### src/rtl/stretch_pkg.sv
package stretch_pkg;
    typedef enum logic {
        DIR_RX = 1'b0,
        DIR_TX = 1'b1
    } dir_e;

    typedef struct packed {
        logic active;
        dir_e dir;
        logic tmo_tx;
        logic tmo_rx;
    } ctl_s;
endpackage

### src/rtl/stretch_trigger.sv
module stretch_trigger #(
    parameter int MODE_W     = 4,
    parameter int LVL_W      = 2,
    parameter int FIFO_DEPTH = 2
) (
    input  logic [MODE_W-1:0] mode,
    input  logic              tgt_tx,
    input  logic              addr_byte,
    input  logic              pt_ack,
    input  logic              pt_data,
    input  logic              scl_fall,
    input  logic [LVL_W-1:0]  tx_level,
    input  logic [LVL_W-1:0]  rx_level,
    output logic              tx_empty,
    output logic              rx_full,
    output logic              start
);
    localparam logic [LVL_W-1:0] FULL_LVL = LVL_W'(FIFO_DEPTH);

    logic enabled;
    logic tx_point;
    logic rx_point;

    always_comb begin
        enabled  = (mode != '0);
        tx_empty = (tx_level == '0);
        rx_full  = (rx_level >= FULL_LVL);
        // transmit: address byte stalls before its ACK slot, data byte before its first bit
        tx_point = addr_byte ? pt_ack : pt_data;
        rx_point = pt_ack && !addr_byte;
        if (tgt_tx) begin
            start = enabled && scl_fall && tx_empty && tx_point;
        end else begin
            start = enabled && scl_fall && rx_full && rx_point;
        end
    end
endmodule

### src/rtl/stretch_timer.sv
module stretch_timer #(
    parameter int MODE_W = 4
) (
    input  logic              clk,
    input  logic              rst,
    input  logic [MODE_W-1:0] mode,
    input  logic              clear,
    input  logic              run,
    input  logic              tick,
    output logic              expire
);
    localparam int                CNT_W    = (1 << MODE_W) - 1;
    localparam logic [MODE_W-1:0] MODE_INF = '1;

    logic [CNT_W-1:0] cnt_d, cnt_q;
    logic [CNT_W:0]   limit;
    logic [CNT_W-1:0] last;

    always_comb begin
        limit  = (CNT_W+1)'(1) << mode;
        last   = CNT_W'(limit - 1'b1);
        expire = run && tick && (mode != MODE_INF) && (cnt_q >= last);
        cnt_d  = cnt_q;
        if (clear) begin
            cnt_d = '0;
        end else if (run && tick && !expire) begin
            cnt_d = cnt_q + 1'b1;
        end
    end

    always_ff @(posedge clk) begin
        if (rst) cnt_q <= '0;
        else     cnt_q <= cnt_d;
    end

    assert_cnt_tick_only_R9: assert property (@(posedge clk) disable iff (rst)
        (!tick && !clear) |=> $stable(cnt_q));
    assert_cnt_restart_R9: assert property (@(posedge clk) disable iff (rst)
        clear |=> (cnt_q == '0));
endmodule

### src/rtl/i2c_tgt_stretch.sv
module i2c_tgt_stretch #(
    parameter int MODE_W     = 4,
    parameter int FIFO_DEPTH = 2,
    parameter int LVL_W      = $clog2(FIFO_DEPTH + 1)
) (
    input  logic              clk,
    input  logic              rst,
    input  logic [MODE_W-1:0] mode,
    input  logic              tgt_tx,
    input  logic              addr_byte,
    input  logic              pt_ack,
    input  logic              pt_data,
    input  logic              scl_fall,
    input  logic              tick,
    input  logic [LVL_W-1:0]  tx_level,
    input  logic [LVL_W-1:0]  rx_level,
    input  logic              stat_rd,
    output logic              scl_low_en,
    output logic              tmo_tx,
    output logic              tmo_rx
);
    import stretch_pkg::*;

    localparam logic [MODE_W-1:0] MODE_INF = '1;

    ctl_s ctl_d, ctl_q;
    logic tx_empty, rx_full, start, expire, hold, clear;

    stretch_trigger #(
        .MODE_W(MODE_W), .LVL_W(LVL_W), .FIFO_DEPTH(FIFO_DEPTH)
    ) u_trig (
        .mode(mode), .tgt_tx(tgt_tx), .addr_byte(addr_byte),
        .pt_ack(pt_ack), .pt_data(pt_data), .scl_fall(scl_fall),
        .tx_level(tx_level), .rx_level(rx_level),
        .tx_empty(tx_empty), .rx_full(rx_full), .start(start)
    );

    stretch_timer #(.MODE_W(MODE_W)) u_timer (
        .clk(clk), .rst(rst), .mode(mode), .clear(clear),
        .run(ctl_q.active), .tick(tick), .expire(expire)
    );

    always_comb begin
        hold  = (ctl_q.dir == DIR_TX) ? tx_empty : rx_full;
        clear = start && !ctl_q.active;
        ctl_d = ctl_q;
        if (stat_rd) begin
            ctl_d.tmo_tx = 1'b0;
            ctl_d.tmo_rx = 1'b0;
        end
        if (ctl_q.active) begin
            if (!hold) begin
                // serviced FIFO wins over a coincident timeout
                ctl_d.active = 1'b0;
            end else if (expire) begin
                ctl_d.active = 1'b0;
                if (ctl_q.dir == DIR_TX) ctl_d.tmo_tx = 1'b1;
                else                     ctl_d.tmo_rx = 1'b1;
            end
        end else if (start) begin
            ctl_d.active = 1'b1;
            ctl_d.dir    = tgt_tx ? DIR_TX : DIR_RX;
        end
    end

    always_ff @(posedge clk) begin
        if (rst) ctl_q <= '0;
        else     ctl_q <= ctl_d;
    end

    assign scl_low_en = ctl_q.active;
    assign tmo_tx     = ctl_q.tmo_tx;
    assign tmo_rx     = ctl_q.tmo_rx;

    assert_off_stays_idle_R1: assert property (@(posedge clk) disable iff (rst)
        (mode == '0 && !ctl_q.active) |=> !scl_low_en);
    assert_start_holds_R4: assert property (@(posedge clk) disable iff (rst)
        (start && !ctl_q.active) |=> scl_low_en);
    assert_release_on_service_R5: assert property (@(posedge clk) disable iff (rst)
        (ctl_q.active && !hold) |=> (!scl_low_en && $stable({tmo_tx, tmo_rx}) || $past(stat_rd)));
    assert_unlimited_hold_R3: assert property (@(posedge clk) disable iff (rst)
        (ctl_q.active && hold && mode == MODE_INF) |=> scl_low_en);
    assert_timeout_sticky_R8: assert property (@(posedge clk) disable iff (rst)
        (ctl_q.active && hold && expire) |=> (!scl_low_en && (tmo_tx || tmo_rx)));
endmodule

### config.mk
export PLATFORM = sky130hd
export DESIGN_NAME = i2c_tgt_stretch
export DESIGN_NICKNAME = d
export VERILOG_FILES = /design/src/rtl/stretch_pkg.sv /design/src/rtl/stretch_trigger.sv /design/src/rtl/stretch_timer.sv /design/src/rtl/i2c_tgt_stretch.sv
export SDC_FILE = /design/constraint.sdc
export NUM_CORES = 1
export LEC_CHECK = 0
export ABC_CLOCK_PERIOD_IN_PS = 5500
export BUFFER_PORTS_ARGS = -buffer_cell sky130_fd_sc_hd__buf_2
export CAP_MARGIN = 5
export CORE_MARGIN = 1
export CORE_UTILIZATION = 45
export CTS_CLUSTER_SIZE = 40
export DETAILED_ROUTE_END_ITERATION = 8
export MAX_ROUTING_LAYER = met4
export SLEW_MARGIN = 0
export SYNTH_ARGS = -nofsm -noshare
export SYNTH_HDL_FRONTEND = slang
export SYNTH_SLANG_ARGS = --single-unit
### constraint.sdc
create_clock -name clk -period 5.5 [get_ports clk]
set_input_delay 0.825 -clock clk [delete_from_list [all_inputs] [get_ports clk]]
set_output_delay 0.825 -clock clk [all_outputs]
set_load 0.05 [all_outputs]
* Word level (Yosys, flattened, before mapping)
Index checks and enable logic that the tools add are counted.
Storage, ports and cells: register bits 19, latch bits 0, bits in writable memories 0, bits in read-only memories 0, output and inout port bits 3, word-level logic and storage cells 44, memories 0
Operators by class: add/sub/neg operators 2, multipliers 0, div/mod/pow operators 0, order comparisons 2, equal/unequal tests 1, shift-type cells 1, multiplexer cells 14, bitwise gates (word level) 1, reductions and logical operators 18
Operator list (count):
- 15-bit by 1-bit adder with 15-bit output (second input constant) | 1
- 15-bit greater-or-equal comparator | 1
- 1-bit by 4-bit left shift with 15-bit output (first input constant) | 1
- 15-bit by 1-bit subtractor with 15-bit output (second input constant) | 1
- 1-bit logical AND | 11
- 2-bit 2-to-1 mux | 5
- 1-bit 2-to-1 mux | 9
- 4-bit inequality test (second input constant) | 1
- 4-bit nonzero test | 1
- 1-bit zero test | 3
- 2-bit greater-or-equal comparator (second input constant) | 1
- 2-bit zero test | 1
- 2-bit AND reduction | 1
- 2-bit OR reduction | 1
- 1-bit NOT | 1

* Longest topological paths before layout
Gate-level depths: netlist of run 1.
depth in word-level cells 7, gate-level depth with buffers 16, gate-level depth less buffers 14

* Modules after synthesis
Synthesis of run 1 repeated with hierarchy kept, for this count alone.
Second synthesis, totals: cells, all modules 200, area, all modules 1589.0 um2
By module, submodules not included:
- stretch_timer | times used 1, cells each 176, area an instance 1371.3 um2, seq. area each 300.3 um2
- i2c_tgt_stretch | times used 1, cells each 17, area an instance 163.9 um2, seq. area each 80.1 um2
- stretch_trigger | times used 1, cells each 7, area an instance 53.8 um2, seq. area each 0.0 um2

* Least setup slack after synthesis of run 1
OpenSTA, ideal clock, no wires.
path kind input to register, from input port mode[0], to register u_timer.cnt_q[6], setup time 0.070 ns, arrival time 4.049 ns, required time 5.430 ns, path slack 1.381 ns, stages on the path 15, path buffers 3, cell sequence clkbuf_1 -> nor4_1 -> inv_1 -> ha_1 -> clkbuf_1 -> mux2_2 -> a21oi_1 -> ha_1 -> a21o_1 -> a211o_1 -> a41oi_1 -> o21ai_2 -> buf_6 -> or4_1 -> a21oi_1
On the way: longest elaborated chain between the ends 7, elaborated cells between the ends (all ways) 17, classes of those cells 1 x add/sub; 1 x order compare; 1 x eq/ne; 1 x shift; 1 x mux; 12 x reduce/logical
RTL lines:
- start, declared | RTL line i2c_tgt_stretch.sv:8 | input logic [MODE_W-1:0] mode,
- parallel branches: the longest is 7 deep, another holds 15-bit by 1-bit subtractor with 15-bit output
- end signal, assigned | RTL line stretch_timer.sv:33 | else cnt_q <= cnt_d;
- end, declared | RTL line stretch_timer.sv:15 | logic [CNT_W-1:0] cnt_d, cnt_q;
Several ways; the timed one is not identified. A chain may end at the register's enable or synchronous reset.

* Final worst setup path of run 1
from input port mode[1], to register u_timer.cnt_q[12]
The elaborated chain is that of the path after synthesis.

==> summary.txt, run 1 <==
Worst hold path
  • Hold Crit Class: reg2reg

Power
  • Flop pwr share: 0.549
  • Net Switching: around 0.000069 W
  • Sw Share: 0.275
  • VDD IR-drop max: ~0.0001 V
  • Clock power frac: 0.282
  • Pleak: between 0.6 and 0.7 nW
  • Power density cells: 153 nW/um^2
  • Part of the power in combinational logic: 0.169
  • Internal power: 0.000183 W

Global routing
  • Initial antenna violation count: 0
  • Largest net degree at the start of global routing: 31
  • Vias in the first global route: around 1300
  • First-pass GRT wire length: 5.71 mm
  • GRT overflow: 0
  • GRT Total Usage: 0.214

Finish
  • Finished Layout Cells: around 250
  • Fraction of layout instances using a drive strength above 1: 0.135
  • Area Overhead vs Synth: 7.86%
  • Antenna diode count: 0
  • Final #Nets: approximately 240

Worst setup path
  • Crit start category: input pin
  • Setup CP Type: in2reg
  • Crit-path max FO: 30
  • CP endpoint kind: flip-flop
  • R2R Setup Slk: about 2.8 ns
  • WP data required: 5.72 ns
  • CP Data Arrival Time: approximately 4.6 ns

Timing
  • RSZ-0062 raised after global routing: false
  • Min Tclk post-route: around 4.4 ns
  • Worst-margin pin slew: 0.932 ns
  • Setup Skew: 0.0136 ns
  • Fmax: around 0.23 GHz
  • WHS: about 0.51 ns
  • Final setup violation count: 0
  • Period utilization: 0.795
  • Slew Viols, Final: 0
  • Setup TNS: 0 ns
  • Slew HR: 0.379
  • Fin. Hold Viols: 0

Die
  • Ports: 20
  • Core area: 3130 sq um
  • Horiz. Die Dim: about 60 um
  • Initial Utilization: 0.488
  • Core Rows: 20
  • Die Ht: between 60 and 70 um
  • Die area: roughly 3600 sq um

Clock network
  • CTS tree: done
  • Clock slew at reported path FFs: about 0.10 ns
  • Post-CTS Hold Buffers: 0
  • Worst-Skew Late Latency: roughly 0.30 ns
  • Clock Sinks: 19
  • CTS root buf: clkbuf_4
  • CTS Buf Count: 3
  • Htree depth: 1
  • Clock buffer depth: 2
  • CTS resizes: 0
  • Setup bufs post-CTS: 0

Yosys
  • Gate Count Post-Synth: about 200
  • Net Count, Synth: roughly 230
  • Seq/Total Area, Yosys: 0.249
  • Yosys reg bits: 19
  • Mapped cell area: roughly 1500 sq um
  • Yosys Warn Count: 0
  • Ys async rst share: 0
  • Avg Inst Size Synth: 7.75 sq um
  • Post-synth EDFFs: 0
  • Prevailing post-synth register cell: dfxtp_1
  • Distinct cells, synth: 48

Flow run
  • Number of max-cap violations: 0

Detailed routing
  • Vias per cell: ~6
  • # DRC: 0
  • Routed Wire Length: 3.36 mm
  • DRT Pass-1 Iters: 4
  • Starting DRT DRC Count: between 100 and 150
  • Wire per inst: ~13 um
  • ANT nets after route: 0
  • Routed via count: around 1500

Placed design
  • DP Wirelength: roughly 2.7 mm
  • Placed Cells: 247
  • Port bufs: 18
  • Routability congestion estimate: 0.796

Status
  • Status: finished clean
-- kinds of logic (layout without fill, tap and decap cells) --
group | Yosys count | count (layout) | share of synthesized area
AND/OR/NAND/NOR | 69 | 69 | 0.247
AO/OA/AOI/OAI | 64 | 64 | 0.269
buffers and inverters | 23 | 33 | 0.0631
flip-flops | 19 | 19 | 0.249
adder cells (fa/ha/maj) | 17 | 17 | 0.139
multiplexers | 3 | 3 | 0.0205
XOR/XNOR | 2 | 2 | 0.0115
-- power groups by stage --
stage / registers (W) / logic [W] / clock network [W]
2_1_floorplan: 0.000142 / 0.0000297 / 0
3_3_place_gp: 0.000142 / 0.0000405 / 0
3_5_place_dp: 0.000142 / 0.0000429 / 0
4_1_cts: 0.000139 / 0.0000429 / 0.0000752
5_1_grt: 0.000139 / 0.0000486 / 0.0000832
6_report: 0.000139 / 0.0000427 / 0.0000714
-- per-layer routing --
layer / vias up / global-route usage / wire length, um
met1: 687 / 0.286 / 1710
met3: 4 / 0.0173 / 59
li1: 762 / - / -
met5: - / - / 0
met2: 14 / 0.333 / 1550
met4: 0 / 0.0831 / 31
-- worst max-delay path, cell delays in order --
cell     delay [ns]
buf_2          0.18
nor4_1         0.43
inv_1          0.13
ha_1           0.34
nor3_1         0.30
mux2_2         0.19
a21oi_1        0.06
ha_1           0.29
a21o_1         0.16
a211o_1        0.28
a41oi_1        0.31
o21ai_2        0.35
or4_1          0.58
a21oi_1        0.15
-- flip-flops by register name (all words and copies together) (netlist names) --
| signal | cells |
|---|---|
| u_timer.cnt_q | 15 |
| tmo_tx | 1 |
| scl_low_en | 1 |
| ctl_q | 1 |
| tmo_rx | 1 |
-- synth_stat cells, drive strengths merged (2+ instances only) --
cell type / number / share of area
clkbuf: 9 / 0.022
dfxtp: 19 / 0.25
o31ai: 7 / 0.034
nor4: 2 / 0.0082
ha: 17 / 0.14
o21ai: 14 / 0.048
and3: 2 / 0.0082
nor2: 15 / 0.037
a22oi: 2 / 0.0098
nor3: 4 / 0.013
buf: 3 / 0.014
a21oi: 23 / 0.075
nand2b: 2 / 0.0082
or3: 5 / 0.020
a32oi: 2 / 0.011
nand2: 10 / 0.025
nand3: 7 / 0.023
mux2i: 2 / 0.013
o2111ai: 2 / 0.011
inv: 11 / 0.027
or4: 6 / 0.029
nand3b: 2 / 0.0098
or2: 3 / 0.012
and2: 2 / 0.0082
nor2b: 2 / 0.0082
a211oi: 3 / 0.018
nand4: 4 / 0.016
-- layout make-up --
type	instances	area, sq um
clock buffers	3	22.5
flip-flops and latches	19	380
inverters	11	41.3
multi-input cells	155	1050
clock inverters	1	7.51
fillers	309	1480
repair buffers	18	90.1
well taps	44	55.1
-- through the flow --
step	utilization	instance area, sq um	worst slack (ns)	power (W)
after global routing	0.527	1650	0.763	0.000271
after detailed placement	0.517	1620	0.766	0.000185
after global placement	0.517	1620	0.961	0.000182
final	0.527	1650	1.13	0.000253
after floorplan	-	1530	1.38	0.000172
after CTS	0.527	1650	1.08	0.000257
-- cell usage in the layout, fill, tap and decap left out, drive strengths merged, types with 3 or more instances in the layout --
| cell type | n |
|---|---|
| a21oi | 23 |
| or2 | 3 |
| o21ai | 14 |
| nand2 | 10 |
| or3 | 5 |
| inv | 11 |
| nand4 | 4 |
| or4 | 6 |
| dfxtp | 19 |
| ha | 17 |
| clkbuf | 3 |
| a211oi | 3 |
| nor2 | 15 |
| nand3 | 7 |
| nor3 | 4 |
| o31ai | 7 |
| buf | 18 |
-- final timing paths --
kind                startpoint                 to  cells after the start
max reg2reg   u_timer.cnt_q[4]  u_timer.cnt_q[12]                      7
min reg2reg  u_timer.cnt_q[14]  u_timer.cnt_q[14]                      2
min          u_timer.cnt_q[14]  u_timer.cnt_q[14]                      2
max                    mode[1]  u_timer.cnt_q[12]                     14
Note: power is estimated with default switching activity, not from simulation.
==> inputs of run 2 (changes only) <==
--- a/config.mk
+++ b/config.mk
@@ -5,7 +5,7 @@
 export SDC_FILE = /design/constraint.sdc
 export NUM_CORES = 1
 export LEC_CHECK = 0
-export ABC_CLOCK_PERIOD_IN_PS = 5500
+export ABC_CLOCK_PERIOD_IN_PS = 4200
 export BUFFER_PORTS_ARGS = -buffer_cell sky130_fd_sc_hd__buf_2
 export CAP_MARGIN = 5
 export CORE_MARGIN = 1
==> constraint.sdc (replaced) <==
create_clock -name clk -period 4.2 [get_ports clk]
set_input_delay 0.63 -clock clk [delete_from_list [all_inputs] [get_ports clk]]
set_output_delay 0.63 -clock clk [all_outputs]
set_load 0.05 [all_outputs]
==> summary.txt, run 2 (synthesis results as in run 1) <==
Timing
  • Period utilization: 0.918
  • Slew Viols, Final: 0 (unchanged)
  • Slew HR: 0.505 (+0.126)
  • RSZ-0062 raised after global routing: false
  • Fin. Hold Viols: 0 (unchanged)
  • Fmax: between 0.2 and 0.3 GHz
  • Setup Skew: 0.00864 ns (-0.00494 ns)
  • Min Tclk post-route: about 3.9 ns
  • Setup TNS: 0 ns (unchanged)
  • Final setup violation count: 0 (unchanged)
  • Worst-margin pin slew: 0.741 ns (-0.191 ns)

Finish
  • Area Overhead vs Synth: 12.6%
  • Largest register FFs: 15 (unchanged)
  • Antenna diode count: 0 (unchanged)
  • Fraction of layout instances using a drive strength above 1: 0.175 (+0.0398)
  • Post-route design area: 1720 sq um (+4.4%)
  • Most common cell after layout, fill and taps aside: a21oi_1
  • Most frequent cells in the layout: a21oi_1 (23), dfxtp_1 (19), buf_2 (18), ha_1 (17), nor2_1 (15)
  • # fillers: 305 (-1.3%)
  • Final Core Density: 0.550 (+0.0232)
  • Final #Nets: 252 (+4.1%)
  • Largest register by flop count: u_timer.cnt_q

Power
  • Net Switching: 0.0000902 W (+30%)
  • Internal power: 0.000243 W (+32%)
  • Flop pwr share: 0.545 (-0.004)
  • Pleak: 0.685 nW (+8.2%)
  • Part of the power in combinational logic: 0.183 (+0.014)
  • Tot Pwr: 0.000333 W (+32%)
  • Power density cells: 194 nW/um^2 (+26%)
  • Clock power frac: 0.272 (-0.010)
  • Sw Share: 0.271 (-0.00394)
  • VDD IR-drop max: 0.000154 V (+51%)

Worst hold path
  • WHS Endpoint: u_timer.cnt_q[14]
  • Hold Crit Start: u_timer.cnt_q[14]
  • Hold Crit Class: reg2reg
  • Hold Path Stages: 2 (unchanged)

Detailed routing
  • Wire per inst: 13.5 um (+1.2%)
  • Routed via count: 1510 (+2.9%)
  • Routed Wire Length: 3.53 mm (+5.2%)
  • Starting DRT DRC Count: 101 (-4.7%)
  • ANT nets after route: 0 (unchanged)
  • DRT Pass-1 Iters: 4 (unchanged)
  • # DRC: 0 (unchanged)
  • Vias per cell: 5.79 (-1.0%)

Flow run
  • Number of max-cap violations: 0 (unchanged)

Global routing
  • GRT Total Usage: 0.225 (+0.0112)
  • GRT overflow: 0 (unchanged)
  • Initial antenna violation count: 0 (unchanged)
  • First-pass GRT wire length: 6.00 mm (+5.1%)
  • Largest net degree at the start of global routing: 23 (-26%)
  • Vias in the first global route: 1433 (+7.3%)

Clock network
  • CTS tree: done
  • Htree depth: 1 (unchanged)
  • Clock Sinks: 19 (unchanged)
  • CTS resizes: 0 (unchanged)
  • Post-CTS Hold Buffers: 0 (unchanged)
  • Clock slew at reported path FFs: 0.10 ns (about the same)
  • Clock buffer depth: 2 (unchanged)
  • Setup bufs post-CTS: 0 (unchanged)
  • CTS root buf: clkbuf_4
  • Worst-Skew Late Latency: 0.29 ns (about the same)
  • CTS Buf Count: 3 (unchanged)

Die
  • Horiz. Die Dim: 60.3 um (unchanged)
  • Die area: 3630 sq um (unchanged)
  • Initial Utilization: 0.488 (unchanged)
  • Core Rows: 20 (unchanged)
  • Ports: 20 (unchanged)
  • Die Ht: 60.3 um (unchanged)
  • Core area: 3130 sq um (unchanged)

Worst setup path
  • Reg2reg start: u_timer.cnt_q[4]
  • Setup CP Type: in2reg
  • Worst reg-to-reg path cell count: 7 (unchanged)
  • Worst r2r dst: u_timer.cnt_q[14]
  • CP Data Arrival Time: 4.08 ns (-0.52 ns)
  • R2R Setup Slk: 1.70 ns (-1.14 ns)
  • Crit start category: input pin
  • Crit-path max FO: 22 (-27%)
  • CP endpoint kind: flip-flop
  • WP data required: 4.43 ns (-1.29 ns)
  • Worst Setup SP: mode[0]

Placed design
  • DP Wirelength: 2.85 mm (+7.1%)
  • Post-DP Area: 1690 sq um (+4.6%)
  • Routability congestion estimate: 0.798 (+0.21%)
  • Port bufs: 18 (unchanged)

Status
  • Status: finished clean
-- run 2: changes by cell type in the layout (fill, tap and decap cells not counted), sizes merged --
cell	before	now
clkinv	0	1
clkinvlp	1	0
buf	18	28
-- run 2: through the flow --
step / std cells / hold slack (ns) / setup WS (ns)
after floorplan: 197 / 0.456 / 0.276
after global placement: 257 / 0.459 / 0.117
after detailed placement: 257 / 0.485 / 0.00802
after CTS: 261 / 0.513 / 0.314
after global routing: 261 / 0.536 / 0.0288
final: 261 / 0.503 / 0.342
-- run 2: area by class of cell --
type	count	area [sq um]	share of cell area
multi-input combinational	155	1050	0.611
sequential	19	380	0.221
timing repair buffer	28	165	0.0960
tap	44	55.1	0.0320
inverter	11	41.3	0.0240
clock buffer	3	22.5	0.0131
clock inverter	1	5.00	0.00291
-- run 2: worst max path at each step --
| stage | end | slack, ns | cells past startpoint |
|---|---|---|---|
| global placement | u_timer.cnt_q[14] | 0.12 | 15 |
| floorplan | u_timer.cnt_q[6] | 0.28 | 15 |
| CTS | u_timer.cnt_q[14] | 0.31 | 14 |
| finish | u_timer.cnt_q[14] | 0.34 | 14 |
| global route | u_timer.cnt_q[10] | 0.03 | 14 |
| detailed placement | u_timer.cnt_q[14] | 0.008 | 14 |
-- run 2: critical path, stage by stage --
cell	delay (ns)
buf_2	0.11
nor4_1	0.41
inv_1	0.12
ha_1	0.29
nor3_1	0.27
mux2_2	0.19
a21oi_1	0.07
ha_1	0.29
a21o_1	0.16
a211o_1	0.28
a41oi_1	0.26
o21ai_2	0.28
or4_1	0.57
a21oi_1	0.15
-- run 2: power groups by stage --
stage	combinational, W	sequential [W]	clock (W)
6_report	0.0000609	0.000182	0.0000905
5_1_grt	0.0000694	0.000182	0.000102
4_1_cts	0.0000609	0.000182	0.0000948
3_5_place_dp	0.0000607	0.000186	0
3_3_place_gp	0.0000576	0.000186	0
2_1_floorplan	0.0000389	0.000186	0
-- run 2: metal layers --
metal	global-route usage	part of all wire	routed length, um
met5	-	0	0
met1	0.287	0.49	1730
met4	0.0664	0.0048	17
met3	0.0130	0.020	71
met2	0.380	0.49	1710
